File: src/rtl/rx_pol_pkg.sv
package rx_pol_pkg;
  typedef enum logic {
    POL_OK  = 1'b0,
    POL_REV = 1'b1
  } pol_e;
endpackage

File: src/rtl/rx_pol_vote.sv
module rx_pol_vote #(
  parameter int unsigned VOTES = 4
) (
  input  logic            clk_i,
  input  logic            rst_ni,
  input  logic            stb_i,
  input  rx_pol_pkg::pol_e sign_i,
  output logic            set_o,
  output rx_pol_pkg::pol_e val_o
);
  import rx_pol_pkg::*;
  localparam int unsigned CW = $clog2(VOTES + 1);

  logic [CW-1:0] cnt_q, cnt_d;
  pol_e          cand_q, cand_d;

  always_comb begin
    cnt_d  = cnt_q;
    cand_d = cand_q;
    if (stb_i) begin
      if (cnt_q == '0 || sign_i != cand_q) begin
        cand_d = sign_i;
        cnt_d  = CW'(1);
      end else if (cnt_q != CW'(VOTES)) begin
        cnt_d = cnt_q + CW'(1);
      end
    end
  end

  assign set_o = stb_i && (cnt_d == CW'(VOTES));
  assign val_o = cand_d;

  always_ff @(posedge clk_i or negedge rst_ni) begin
    if (!rst_ni) begin
      cnt_q  <= '0;
      cand_q <= POL_OK;
    end else begin
      cnt_q  <= cnt_d;
      cand_q <= cand_d;
    end
  end


  vote_sat_chk: assert property (@(posedge clk_i) disable iff (!rst_ni)
    cnt_q <= CW'(VOTES));

  vote_restart_chk: assert property (@(posedge clk_i) disable iff (!rst_ni)
    (stb_i && cnt_q != '0 && sign_i != cand_q) |=> (cnt_q == CW'(1)));
endmodule

File: src/rtl/rx_pol_lp.sv
module rx_pol_lp #(
  parameter int unsigned FLIPS = 5
) (
  input  logic clk_i,
  input  logic rst_ni,
  input  logic inv_lp_i,
  input  logic link_fail_i,
  input  logic clr_i,
  output logic flip_o
);
  localparam int unsigned LW = (FLIPS > 1) ? $clog2(FLIPS) : 1;

  logic [LW-1:0] cnt_q;
  logic          last;

  assign last   = (cnt_q == LW'(FLIPS - 1));
  assign flip_o = link_fail_i && inv_lp_i && !clr_i && last;

  always_ff @(posedge clk_i or negedge rst_ni) begin
    if (!rst_ni)                   cnt_q <= '0;
    else if (clr_i || !link_fail_i) cnt_q <= '0;
    else if (inv_lp_i)             cnt_q <= last ? '0 : cnt_q + LW'(1);
  end


  lp_range_chk: assert property (@(posedge clk_i) disable iff (!rst_ni)
    cnt_q < LW'(FLIPS));

  lp_clear_chk: assert property (@(posedge clk_i) disable iff (!rst_ni)
    !link_fail_i |=> (cnt_q == '0));

  lp_frame_clr_chk: assert property (@(posedge clk_i) disable iff (!rst_ni)
    clr_i |=> (cnt_q == '0));
endmodule

File: src/rtl/rx_pol_fix.sv
module rx_pol_fix #(
  parameter int unsigned FRAME_VOTES = 4,
  parameter int unsigned LP_FLIPS    = 5
) (
  input  logic clk_i,
  input  logic rst_ni,
  input  logic rx_data_i,
  input  logic eof_stb_i,
  input  logic eof_neg_i,
  input  logic inv_lp_i,
  input  logic link_fail_i,
  input  logic pol_dis_i,
  output logic data_o,
  output logic pol_ok_o
);
  import rx_pol_pkg::*;

  pol_e pol_q;
  pol_e vote_val;
  logic vote_set, lp_flip, data_q;

  rx_pol_vote #(.VOTES(FRAME_VOTES)) u_vote (
    .clk_i  (clk_i),
    .rst_ni (rst_ni),
    .stb_i  (eof_stb_i),
    .sign_i (pol_e'(eof_neg_i)),
    .set_o  (vote_set),
    .val_o  (vote_val)
  );

  rx_pol_lp #(.FLIPS(LP_FLIPS)) u_lp (
    .clk_i       (clk_i),
    .rst_ni      (rst_ni),
    .inv_lp_i    (inv_lp_i),
    .link_fail_i (link_fail_i),
    .clr_i       (eof_stb_i),
    .flip_o      (lp_flip)
  );

  // frame vote has priority; lp block already masks flip on a frame strobe
  always_ff @(posedge clk_i or negedge rst_ni) begin
    if (!rst_ni)       pol_q <= POL_OK;
    else if (vote_set) pol_q <= vote_val;
    else if (lp_flip)  pol_q <= (pol_q == POL_OK) ? POL_REV : POL_OK;
  end

  always_ff @(posedge clk_i or negedge rst_ni) begin
    if (!rst_ni) data_q <= 1'b0;
    else         data_q <= rx_data_i ^ ((pol_q == POL_REV) && !pol_dis_i);
  end

  assign data_o   = data_q;
  assign pol_ok_o = (pol_q == POL_OK);


  pol_cause_chk: assert property (@(posedge clk_i) disable iff (!rst_ni)
    !$stable(pol_ok_o) |-> $past(vote_set || lp_flip));

  bypass_chk: assert property (@(posedge clk_i) disable iff (!rst_ni)
    pol_dis_i |=> (data_o == $past(rx_data_i)));

  frame_wins_chk: assert property (@(posedge clk_i) disable iff (!rst_ni)
    (eof_stb_i && !vote_set) |=> $stable(pol_ok_o));
endmodule

File: config.mk
export PLATFORM = sky130hd
export DESIGN_NAME = rx_pol_fix
export DESIGN_NICKNAME = d
export VERILOG_FILES = /design/src/rtl/rx_pol_pkg.sv /design/src/rtl/rx_pol_vote.sv /design/src/rtl/rx_pol_lp.sv /design/src/rtl/rx_pol_fix.sv
export SDC_FILE = /design/constraint.sdc
export NUM_CORES = 1
export LEC_CHECK = 0
export BUFFER_PORTS_ARGS = -buffer_cell sky130_fd_sc_hd__buf_2
export CAP_MARGIN = 0
export CORE_AREA = 4 4 41 43
export CTS_BUF_LIST = sky130_fd_sc_hd__clkbuf_8 sky130_fd_sc_hd__clkbuf_16
export CTS_CLUSTER_SIZE = 24
export DETAILED_ROUTE_END_ITERATION = 10
export DIE_AREA = 0 0 45 47
export GPL_ROUTABILITY_DRIVEN = 1
export PLACE_DENSITY = 0.71
export SLEW_MARGIN = 10
export SYNTH_ARGS = -nofsm -noshare
export SYNTH_HDL_FRONTEND = slang
export SYNTH_HIERARCHICAL = 1
export SYNTH_SLANG_ARGS = --single-unit
File: constraint.sdc
create_clock -name clk_i -period 1.8 [get_ports clk_i]
set_input_delay 0.18 -clock clk_i [delete_from_list [all_inputs] [get_ports clk_i]]
set_output_delay 0.18 -clock clk_i [all_outputs]
set_load 0.005 [all_outputs]
==> out/qor.txt <==
WORST SETUP PATH
----------------------------------------------------------------------------------
Kind of start point of the critical path                                      flop
Crit-path leading delay family                                          flip-flops
Max FO, Critical Path                                                            6
List of cells traversed by the critical path                          inv_1 -> ha_1 -> nor2b_1 -> xnor2_1 -> a211oi_2 -> nand2_1 -> o21ai_1
Worst Setup End Kind                                                          flop
Worst path arrival time                                                    1.71 ns
R2R cell count                                                                   7
Launch instance of the worst register-to-register path                u_vote/cnt_q[0]$_DFF_PN0_
Capturing point of the worst reg2reg path                             pol_q$_DFFE_PN0P_
Worst reg2reg setup slack                                                  0.25 ns
CP max-delay cell                                                     sky130_fd_sc_hd__dfrtp_1
CP bufs+invs                                                                     1
Slowest cell delay on critical path                                        0.41 ns
Required @ worst endpoint                                                  1.96 ns
CP startpoint                                                         u_vote/cnt_q[0]$_DFF_PN0_
CP Class                                                                reg -> reg

HOLD PATH
----------------------------------------------------------------------------------
Class of the tightest hold or removal check                              in -> reg
Instance count along the most critical hold path                                 2
Min-delay src                                                            rx_data_i
Worst Hold Path EP                                                    data_o$_DFF_PN0_

PWR
----------------------------------------------------------------------------------
Total leakage power                                                       0.306 nW
Maximum resistive drop on vdd                                           0.000551 V
Power density of the placed cells                                      1190 nW/um2

LOGIC SYNTHESIS
----------------------------------------------------------------------------------
Largest area contributor in the netlist                               sky130_fd_sc_hd__dfrtp_1
Ys async rst share                                                            1.00
Post-synthesis instance area                                               544 um2
Leading cell types by count after synthesis                           sky130_fd_sc_hd__dfrtp_1 (9), sky130_fd_sc_hd__inv_1 (7), sky130_fd_sc_hd__nand2b_1 (5), sky130_fd_sc_hd__ha_1 (4)
Mapped Nets                                                                     68
Number of warning messages in the yosys log                                      6
Post-synth top flop                                                   sky130_fd_sc_hd__dfrtp_1
Post-synth EDFFs                                                                 0
Share of synthesized area occupied by flip-flops and latches                 0.414
Leading cell type by number of instances after synthesis              sky130_fd_sc_hd__dfrtp_1
Number of unique standard cell types used by synthesis                          24
Ranking of synthesized cells by area                                  sky130_fd_sc_hd__dfrtp_1 (41%), sky130_fd_sc_hd__ha_1 (9.2%), sky130_fd_sc_hd__nand2b_1 (5.7%)
Gate count of the mapped netlist                                                56
Count of state elements after synthesis                                          9
Mean Syn Cell Area                                                        9.72 um2
Top-area cell type share of the netlist area                                 0.414

DETAILED ROUTING
----------------------------------------------------------------------------------
Starting DRT DRC Count                                                           4
Routed via count divided by cell count                                        4.93
Via count of the routed design                                                 419
Pre-antenna DRT Iters                                                            2
Number of remaining DRC errors                                                   0
DR WL/cell                                                                 12.9 um
Routed wire length                                                         1.10 mm
Final antenna-violating net count                                                0

STA
----------------------------------------------------------------------------------
Total setup violations reported at the end of the flow                           0
Slew at the pin closest to its max-slew limit                             0.358 ns
Worst max-slew margin expressed relative to the limit                        0.761
Post-layout minimum cycle time                                             1.55 ns
Setup TNS Final                                                               0 ns
Share of the cycle needed by the critical path after routing                 0.862
Worst clock skew                                                        0.00252 ns
Fmax                                                                     0.645 GHz
Max Transition Viols Final                                                       0
Minimum setup slack in the final design                                   0.249 ns
Unrepaired setup endpoints after global routing                                 no
Final hold vios                                                                  0

RUN
----------------------------------------------------------------------------------
Max-capacitance violation count                                                  0

PLACE
----------------------------------------------------------------------------------
Post-place setup slack                                                    0.264 ns
Cell count after placement                                                      80
Global placer's final weighted congestion                                    0.752
Half-perimeter wire length after placement                                  858 um
Number of buffers added on ports                                                 9

GRT
----------------------------------------------------------------------------------
Antenna violations before repair                                                 0
Overall track demand over capacity in global routing                         0.130
Via count of the first global-routing pass                                     446
Residual overflow from global routing                                            0
Maximum number of pins on one net before global-route repair                    10
First-pass GRT wire length                                                 1.90 mm

CTS
----------------------------------------------------------------------------------
Maximum count of clock buffers along a single path                               2
CTS Buf Count                                                                    3
Clock latency on the worst-skew pair                                       0.23 ns
H-tree depth                                                                     1
Worst-path clk slew                                                        0.05 ns
Sink count of the clock tree                                                     9
TritonCTS clock tree                                                         built
Setup Buffers After CTS                                                          0
Root Buffer Master                                                    sky130_fd_sc_hd__clkbuf_8

LAYOUT
----------------------------------------------------------------------------------
Post-route insts no fill                                                        85
Number of fill cells in the layout                                             142
Diodes inserted                                                                  0
Share of final-layout standard cells stronger than drive strength 1          0.229
Sequential cell area                                                       225 um2
Final-stage net count                                                           83
Multi-input gate area                                                      293 um2
Synth-to-Final Area Change                                                   21.8%

FLOORPLAN
----------------------------------------------------------------------------------
Die Outline Area                                                          2120 um2
Die width                                                                    45 um
Initial cell density of the core                                             0.418
Total I/O pin count                                                             10
Placeable core area                                                       1300 um2
Row count                                                                       13
Die Span Y                                                                   47 um

RUN STATUS
----------------------------------------------------------------------------------
Outcome                                                               finished, final reports clean

cell families (layout without fill, tap and decap cells):
kind of cell | count (synthesis) | count (layout) | synth area share
DFF | 9 | 9 | 0.414
AOI/OAI and AO/OA | 14 | 14 | 0.179
and+or+nand+nor | 17 | 17 | 0.182
muxes | 1 | 1 | 0.0207
buffers and inverters | 7 | 21 | 0.0483
xor gates and xnor gates | 4 | 4 | 0.0644
adders and majority gates | 4 | 4 | 0.0920
layout make-up:
type	count	share of cell area
Multi-Input combinational cell	40	0.442
Sequential cell	9	0.340
Timing Repair Buffer	10	0.0830
Clock buffer	3	0.0623
Inverter	7	0.0396
Tap cell	15	0.0283
Clock inverter	1	0.00566
what timing repair did:
item | in CTS | in global routing
hold endpoints to repair | 9 | 0
hold buffers | 1 | 0
gates resized for setup | 0 | 0
routing by layer:
metal  part of all wire  vias up  track usage
met5                  0        -            0
met4              0.025        0       0.0877
met3              0.013        3       0.0230
met2               0.51        7        0.201
met1               0.46      193        0.167
li1                   -      216            -
through the flow:
step           power, W  hold slack [ns]   util  instance area (um2)
4_1_cts        0.000798            0.132  0.510                  663
6_report       0.000791            0.135  0.510                  663
3_3_place_gp   0.000551           0.0473  0.467                  608
5_1_grt        0.000847            0.161  0.510                  663
2_1_floorplan  0.000485           -0.116      -                  544
3_5_place_dp   0.000562           0.0454  0.467                  608
power breakdown:
| part | switching (W) | leakage [nW] | internal [W] | total, W |
|---|---|---|---|---|
| sequential | 0.0000533 | 0.116 | 0.000253 | 0.000306 |
| clock | 0.0000804 | 0.0269 | 0.000149 | 0.000229 |
| combinational | 0.000131 | 0.163 | 0.000126 | 0.000257 |
| total | 0.000265 | 0.306 | 0.000527 | 0.000791 |
flip-flops by register name, indices dropped and copies added, names as in the netlist:
name           cells
pol_q              1
u_vote/cnt_q       3
u_vote/cand_q      1
data_o             1
u_lp/cnt_q         3
worst register-to-register path: stages (launching register included):
cell                       delay [ns]
sky130_fd_sc_hd__dfrtp_1         0.41
sky130_fd_sc_hd__inv_1           0.06
sky130_fd_sc_hd__ha_1            0.24
sky130_fd_sc_hd__nor2b_1         0.28
sky130_fd_sc_hd__xnor2_1         0.12
sky130_fd_sc_hd__a211oi_2        0.22
sky130_fd_sc_hd__nand2_1         0.07
sky130_fd_sc_hd__o21ai_1         0.07
worst max path at each step:
stage / to / depth (start not counted)
2_1_floorplan: pol_q$_DFFE_PN0P_ / 6
3_3_place_gp: pol_q$_DFFE_PN0P_ / 6
3_5_place_dp: pol_q$_DFFE_PN0P_ / 6
4_1_cts: pol_q$_DFFE_PN0P_ / 7
5_1_grt: pol_q$_DFFE_PN0P_ / 7
6_report: pol_q$_DFFE_PN0P_ / 7
placed cells by master, fill, tap and decap left out, types with 3 or more instances in the layout:
cell / n
sky130_fd_sc_hd__clkbuf_8: 3
sky130_fd_sc_hd__buf_2: 9
sky130_fd_sc_hd__a21oi_1: 3
sky130_fd_sc_hd__nand3_1: 3
sky130_fd_sc_hd__ha_1: 4
sky130_fd_sc_hd__xnor2_1: 3
sky130_fd_sc_hd__nand2b_1: 5
sky130_fd_sc_hd__o21ai_1: 3
sky130_fd_sc_hd__dfrtp_1: 9
sky130_fd_sc_hd__inv_1: 8
(Power assumes the default switching activity.)
